[src/rtl/dual_pack_seq_pkg.sv]
package dual_pack_seq_pkg;

  typedef enum logic [2:0] {
    PH_ABSENT    = 3'd0,
    PH_DISCH     = 3'd1,
    PH_NEED_FAST = 3'd2,
    PH_NEED_TOP  = 3'd3,
    PH_MAINT     = 3'd4
  } phase_e;

  // a phase that competes for the shared slot
  function automatic logic wants_slot(phase_e ph);
    return (ph == PH_NEED_FAST) || (ph == PH_NEED_TOP);
  endfunction

  // fixed priority: fast before top-off, B before A; returns {valid, ch}
  function automatic logic [1:0] pick_slot(phase_e ph_a, phase_e ph_b);
    if (ph_b == PH_NEED_FAST)      return 2'b11;
    else if (ph_a == PH_NEED_FAST) return 2'b10;
    else if (ph_b == PH_NEED_TOP)  return 2'b11;
    else if (ph_a == PH_NEED_TOP)  return 2'b10;
    else                           return 2'b00;
  endfunction

endpackage

[src/rtl/dual_pack_chan.sv]
module dual_pack_chan
  import dual_pack_seq_pkg::*;
#(
  parameter bit CAN_DISCH = 1'b0
) (
  input  logic   clk,
  input  logic   rst,
  input  logic   present,
  input  logic   new_cycle,
  input  logic   insert,
  input  logic   other_insert,
  input  logic   auto_dis,
  input  logic   dis_cmd,
  input  logic   dis_done,
  input  logic   topoff_en,
  input  logic   fast_done,
  input  logic   top_done,
  input  logic   holds_slot,
  output phase_e ph_q,
  output phase_e ph_n
);

  logic restart_to_dis;
  logic in_fast_grant;
  logic in_top_grant;

  assign restart_to_dis = CAN_DISCH && auto_dis;
  assign in_fast_grant  = holds_slot && (ph_q == PH_NEED_FAST);
  assign in_top_grant   = holds_slot && (ph_q == PH_NEED_TOP);

  always_comb begin
    ph_n = ph_q;
    if (!present)
      ph_n = PH_ABSENT;
    else if (new_cycle || insert)
      ph_n = restart_to_dis ? PH_DISCH : PH_NEED_FAST;
    else if (CAN_DISCH && dis_cmd)
      ph_n = PH_DISCH;
    else if (in_top_grant && other_insert)
      ph_n = PH_MAINT;
    else if (in_fast_grant && fast_done)
      ph_n = topoff_en ? PH_NEED_TOP : PH_MAINT;
    else if (in_top_grant && top_done)
      ph_n = PH_MAINT;
    else if (ph_q == PH_DISCH && dis_done)
      ph_n = PH_NEED_FAST;
  end

  always_ff @(posedge clk) begin
    if (rst) ph_q <= PH_ABSENT;
    else     ph_q <= ph_n;
  end

endmodule

[src/rtl/dual_pack_slot.sv]
module dual_pack_slot
  import dual_pack_seq_pkg::*;
(
  input  logic   clk,
  input  logic   rst,
  input  logic   new_cycle,
  input  phase_e ph_a_q,
  input  phase_e ph_b_q,
  input  phase_e ph_a_n,
  input  phase_e ph_b_n,
  output logic   v_q,
  output logic   ch_q
);

  phase_e     cur_q;
  phase_e     cur_n;
  logic       keep;
  logic [1:0] choice;

  assign cur_q  = ch_q ? ph_b_q : ph_a_q;
  assign cur_n  = ch_q ? ph_b_n : ph_a_n;
  assign keep   = v_q && !new_cycle && (cur_q == cur_n) && wants_slot(cur_n);
  assign choice = pick_slot(ph_a_n, ph_b_n);

  always_ff @(posedge clk) begin
    if (rst) begin
      v_q  <= 1'b0;
      ch_q <= 1'b0;
    end else if (!keep) begin
      v_q  <= choice[1];
      ch_q <= choice[1] & choice[0];
    end
  end

endmodule

[src/rtl/dual_pack_seq.sv]
module dual_pack_seq
  import dual_pack_seq_pkg::*;
#(
  parameter logic [1:0] DIS_MASK = 2'b01
) (
  input  logic       clk,
  input  logic       rst,
  input  logic       cycle_start,
  input  logic [1:0] present,
  input  logic [1:0] insert,
  input  logic       auto_dis_a,
  input  logic       dis_cmd_a,
  input  logic       dis_done_a,
  input  logic       topoff_en,
  input  logic [1:0] fast_done,
  input  logic [1:0] top_done,
  output logic       slot_valid,
  output logic       slot_ch,
  output logic [1:0] fast_gnt,
  output logic [1:0] top_gnt,
  output logic [1:0] maint_gnt,
  output logic       dis_gnt_a,
  output logic [1:0] pend
);

  localparam int NCH = 2;

  phase_e ph_q [NCH];
  phase_e ph_n [NCH];
  logic   sv_q;
  logic   sc_q;
  logic [NCH-1:0] holds;

  for (genvar c = 0; c < NCH; c++) begin : g_ch
    assign holds[c] = sv_q && (sc_q == 1'(c));

    dual_pack_chan #(.CAN_DISCH(DIS_MASK[c])) u_chan (
      .clk          (clk),
      .rst          (rst),
      .present      (present[c]),
      .new_cycle    (cycle_start),
      .insert       (insert[c]),
      .other_insert (insert[NCH-1-c]),
      .auto_dis     (auto_dis_a),
      .dis_cmd      (dis_cmd_a),
      .dis_done     (dis_done_a),
      .topoff_en    (topoff_en),
      .fast_done    (fast_done[c]),
      .top_done     (top_done[c]),
      .holds_slot   (holds[c]),
      .ph_q         (ph_q[c]),
      .ph_n         (ph_n[c])
    );

    assign fast_gnt[c]  = present[c] && holds[c] && (ph_q[c] == PH_NEED_FAST);
    assign top_gnt[c]   = present[c] && holds[c] && (ph_q[c] == PH_NEED_TOP);
    assign maint_gnt[c] = present[c] && (ph_q[c] == PH_MAINT);
    assign pend[c]      = present[c] && !holds[c] && wants_slot(ph_q[c]);
  end

  dual_pack_slot u_slot (
    .clk       (clk),
    .rst       (rst),
    .new_cycle (cycle_start),
    .ph_a_q    (ph_q[0]),
    .ph_b_q    (ph_q[1]),
    .ph_a_n    (ph_n[0]),
    .ph_b_n    (ph_n[1]),
    .v_q       (sv_q),
    .ch_q      (sc_q)
  );

  // removal of the owner releases the slot in the same cycle
  assign slot_valid = sv_q && present[sc_q];
  assign slot_ch    = slot_valid && sc_q;
  assign dis_gnt_a  = present[0] && (ph_q[0] == PH_DISCH);

endmodule

[config.mk]
export PLATFORM = sky130hd
export DESIGN_NAME = dual_pack_seq
export DESIGN_NICKNAME = d
export VERILOG_FILES = /design/src/rtl/dual_pack_seq_pkg.sv /design/src/rtl/dual_pack_chan.sv /design/src/rtl/dual_pack_slot.sv /design/src/rtl/dual_pack_seq.sv
export SDC_FILE = /design/constraint.sdc
export NUM_CORES = 1
export LEC_CHECK = 0
export BUFFER_PORTS_ARGS = -buffer_cell sky130_fd_sc_hd__buf_2
export CORE_MARGIN = 4
export CORE_UTILIZATION = 52
export CTS_BUF_LIST = sky130_fd_sc_hd__clkbuf_16
export DETAILED_ROUTE_END_ITERATION = 7
export GPL_ROUTABILITY_DRIVEN = 0
export HOLD_SLACK_MARGIN = 0.15
export PLACE_DENSITY = 0.83
export SLEW_MARGIN = 30
export SYNTH_ARGS = -nofsm -noshare
export SYNTH_HDL_FRONTEND = slang
export SYNTH_HIERARCHICAL = 1
export SYNTH_SLANG_ARGS = --single-unit
export TNS_END_PERCENT = 20
[constraint.sdc]
create_clock -name clk -period 4.76 [get_ports clk]
set_input_delay 0.476 -clock clk [delete_from_list [all_inputs] [get_ports clk]]
set_output_delay 0.476 -clock clk [all_outputs]
set_load 0.1 [all_outputs]
=== Word-level counts from Yosys, hierarchy flattened ===
Index checks and enable logic that the tools add are counted.
W data, S select, Z words.

* Register bits after elaboration: 8
* Output and inout bits: 11

* $lt $le $gt $ge: 1
* Eq/ne operators: 15
* Multiplexer cells: 23
* Bitwise logic cells: 2
* Reduce and logical (&&, ||, !) cells: 40

{| class="wikitable"
|+ Operators with widths
! operator !! count
|-
| $mux W3 || 16
|-
| $logic_and A1 B1 Y1 || 32
|-
| $eq A3 B2 Y1 const B || 10
|-
| $mux W2 || 5
|-
| $eq A3 B1 Y1 const B || 2
|-
| $eq A3 B3 Y1 const B || 2
|-
| $logic_or A1 B1 Y1 || 5
|-
| $eq A3 B3 Y1 || 1
|-
| $logic_not A1 Y1 || 3
|-
| $lt A1 B2 Y1 const B || 1
|-
| $mux W1 || 2
|-
| $and A1 B1 Y1 || 1
|-
| $not A1 Y1 || 1
|}

=== Logic depth before layout (Yosys ltp) ===
* Depth in word-level cells: 16
* Mapped depth: 8

=== Hierarchy ===
Netlist, hierarchy kept.

{| class="wikitable"
|+ By module, submodules not included
! module !! instances !! cells an instance !! area each (um2)
|-
| dual_pack_chan (g_ch[1].u_chan) || 1 || 26 || 232.7
|-
| dual_pack_chan (g_ch[0].u_chan) || 1 || 30 || 230.2
|-
| dual_pack_seq || 1 || 18 || 137.6
|-
| dual_pack_slot || 1 || 16 || 132.6
|}

=== Least setup slack after synthesis ===
OpenSTA, ideal clock, no wires.

* Kind: input-to-output
* From: input present[0]
* To: output dis_gnt_a
* Arrival time: 3.375 ns
* Data required time: 4.284 ns
* Setup slack: 0.909 ns
* Cell stages on the path: 1
* Buffers on the path: 0
* Path through: nor4bb_1

* Cells in the longest elaborated chain, start to end: 1

{| class="wikitable"
|+ Ends and longest elaborated chain
! item !! line !! RTL
|-
| start, declared || dual_pack_seq.sv:9 || <nowiki>input logic [1:0] present,</nowiki>
|-
| $logic_and A1 B1 Y1 || dual_pack_seq.sv:76 || <nowiki>assign dis_gnt_a = present[0] && (ph_q[0] == PH_DISCH);</nowiki>
|-
| end, declared || dual_pack_seq.sv:22 || <nowiki>output logic dis_gnt_a,</nowiki>
|}

Every way passes these cells.

==> impl_metrics.csv <==
group,metric,value,unit
run_status,status,"complete, no violations",
drt,drt-initial-drc-count,25,
die,die-area,2070,um2
timing,tightest_slew,0.490,ns
drt,drc,0,
worst_setup_path,startpoint_type,"register",
global_routing,grt_pass1_wl,3190,um
power_and_ir_drop,p_per_area,274,nW/um2
die,start_util,0.557,
timing,finalSetupTns,0,ns
clock_network,cts_buffers,3,
layout,drive_gt1_frac,0.356,
worst_setup_path,cp-endpoint,"u_slot/ch_q",
synth,seq_area_frac_synth,0.218,
clock_network,cts_tree,"done",
worst_setup_path,worstSetupStartpoint,"g_ch[1].u_chan/ph_q[0]",
clock_network,cts.path.max_buffers,2,
worst_setup_path,path_class,"reg2reg",
synth,ys.flop_type,"dfxtp_1",
synth,synth_area_leaders,"dfxtp_1 (22%), a211oi_2 (5.1%), nand3b_1 (5.1%)",
timing,finalMaxSlewViolations,0,
die,die_height,45.6,um
worst_setup_path,end_kind,"register",
die,die_x,45.6,um
drt,viasPerCell,6.02,
timing,setup_viol,0,
clock_network,htreeDepth,1,
synth,synth_most_common_cell,"nor2_1",
global_routing,antenna_found_initial,0,
worst_setup_path,arrival,2.29,ns
synth,netlist_area,733,um2
placed_design,place_area,877,um2
power_and_ir_drop,cellLeakagePower,0.366,nW
power_and_ir_drop,finalPower,0.261,mW
layout,fillers,106,
clock_network,cts_resized,0,
global_routing,grt_pass1_vias,696,
worst_setup_path,r2r_end,"u_slot/ch_q",
global_routing,grt_max_degree,13,
synth,synth_seq_cells,8,
worst_setup_path,slowest_stage,"dfxtp_1",
timing,finalWorstPathRequiredPeriod,2.13,ns
power_and_ir_drop,peakVddDrop,0.200,mV
worst_setup_path,worst_ep_required_time,4.91,ns
global_routing,grt_use_total,0.217,
drt,wire_per_inst,15.4,um
worst_setup_path,path_cells,"mux2i_1, o221ai_2, a211oi_1, xnor2_1, a31oi_1, a211oi_2",
synth,synth_top_cells_by_count,"nor2_1 (10), dfxtp_1 (8), nand2_1 (7), inv_1 (5), nand3b_1 (5)",
clock_network,clkTransAtPathRegs,0.04,ns
worst_hold_path,min-delay-path-class,"in2reg",
flow_run,cap_violations,0,
drt,wl,2050,um
timing,hold_viol_final,0,
die,io_pins,26,
synth,yosys_warnings,6,
clock_network,post-cts-setup-buffers,0,
synth,synthArstFlopShare,0,
worst_setup_path,r2r-start,"g_ch[1].u_chan/ph_q[0]",
timing,timing.final.ws_setup,2.63,ns
worst_setup_path,slowest_delay,0.56,ns
timing,layout_worst_path_cycle_share,0.448,
layout,finish.instance_area,952,um2
drt,num_vias,801,
worst_setup_path,reg2reg_depth,6,
synth,syn_inst,90,
synth,yosysTopAreaCell,"dfxtp_1",
timing,rsz0062_at_grt,"false",
worst_setup_path,worstPathMaxFanout,9,
synth,ys_types,36,
clock_network,cts.sinks,8,
placed_design,hpwl,1520,um
die,core,1320,um2
worst_setup_path,rrSetupSlack,2.63,ns
die,num_rows,13,
layout,nNetsFinal,135,
synth,synth_top_area_share,0.218,
timing,max-slew-margin-rel,0.676,
global_routing,grt_overflow_total,0,
placed_design,dp_slack,2.67,ns
clock_network,clock_latency,0.23,ns
timing,fin_skew,0.00236,ns
clock_network,cts_root_buf,"clkbuf_16",
clock_network,holdBufCountCts,0,
layout,syn2layout_area_growth,29.9,%
synth,syn_avg_cell_area,8.15,um2
synth,synth-edff-count,0,
placed_design,numPortBuffers,25,
drt,ant_nets,0,
synth,syn-num-nets,105,
timing,fmax,469,MHz
drt,drt_first_pass_iters,4,
layout,diodes,0,
==> critical path, delay by kind of cell, from the launching register on <==
kind	cells	cell delay, ns
XOR/XNOR	1	0.16
multiplexers	1	0.43
flip-flops	1	0.56
AO/OA/AOI/OAI	4	0.91
==> cell usage in the layout (no fill, tap or decap), types with 2 or more instances in the layout <==
| cell type | netlist | layout |
|---|---|---|
| inv_1 | 5 | 5 |
| and3b_2 | 2 | 2 |
| nand2_1 | 7 | 7 |
| nor2_1 | 10 | 10 |
| nand3_1 | 3 | 3 |
| nor3b_2 | 3 | 3 |
| nor4bb_1 | 3 | 3 |
| mux2i_1 | 2 | 2 |
| dfxtp_1 | 8 | 8 |
| nor3_1 | 2 | 2 |
| buf_2 | 0 | 25 |
| a31oi_1 | 4 | 4 |
| nand3b_1 | 5 | 5 |
| a21oi_1 | 3 | 3 |
| clkbuf_16 | 0 | 3 |
| a211oi_2 | 3 | 3 |
| o22ai_1 | 3 | 3 |
| nor2b_1 | 3 | 3 |
| nand2b_1 | 4 | 4 |
| or3b_1 | 2 | 2 |
==> sequential cells by signal, summed over array words and instances (netlist names) <==
name / count
g_ch.u_chan/ph_q: 6
u_slot/ch_q: 1
u_slot/v_q: 1
==> worst min path at each step <==
stage	startpoint	to	slack [ns]	cells after the start
after detailed placement	g_ch[0].u_chan/ph_q[2]	g_ch[0].u_chan/ph_q[2]	0.65	2
after CTS	rst	g_ch[0].u_chan/ph_q[0]	0.55	2
after floorplan	rst	g_ch[0].u_chan/ph_q[0]	0.54	1
final	rst	g_ch[0].u_chan/ph_q[0]	0.56	2
after global routing	rst	g_ch[0].u_chan/ph_q[0]	0.56	2
after global placement	g_ch[0].u_chan/ph_q[2]	g_ch[0].u_chan/ph_q[2]	0.64	2
==> cell families (layout without fill, tap and decap cells) <==
group                  after synthesis  in the layout  share of synthesized area
AO/OA/AOI/OAI                       23             23                      0.270
XOR/XNOR                             1              1                     0.0119
buffers and inverters                5             33                     0.0256
flip-flops                           8              8                      0.218
multiplexers                         2              2                     0.0273
AND/OR/NAND/NOR                     51             51                      0.447
==> cell type report <==
class,instances,area [um2],area share
well taps,15,18.8,0.0197
repair buffers,25,125,0.131
multi-input cells,77,554,0.582
inverters,5,18.8,0.0197
flip-flops and latches,8,160,0.168
clock buffers,3,75.1,0.0788
==> per-layer routing <==
metal | up-vias | wire length (um) | part of all wire | GRT usage
li1 | 402 | - | - | -
met1 | 354 | 893 | 0.43 | 0.286
met2 | 43 | 949 | 0.46 | 0.329
met3 | 2 | 196 | 0.095 | 0.0514
met4 | 0 | 14 | 0.0068 | 0.0994
met5 | - | 0 | 0 | 0
==> where the power goes <==
group / switching, mW / internal (mW) / leakage [nW]
clock: 0.0335 / 0.108 / 0.0370
combinational: 0.0289 / 0.0147 / 0.264
sequential: 0.00539 / 0.0698 / 0.0655
total: 0.0679 / 0.193 / 0.366
==> stage by stage <==
step           hold slack [ns]  utilization  instances
2_1_floorplan            0.541            -         90
3_3_place_gp             0.638        0.666        130
3_5_place_dp             0.647        0.666        130
4_1_cts                  0.552        0.723        133
5_1_grt                  0.564        0.723        133
6_report                 0.557        0.723        133
Note: power is estimated with default switching activity, not from simulation.
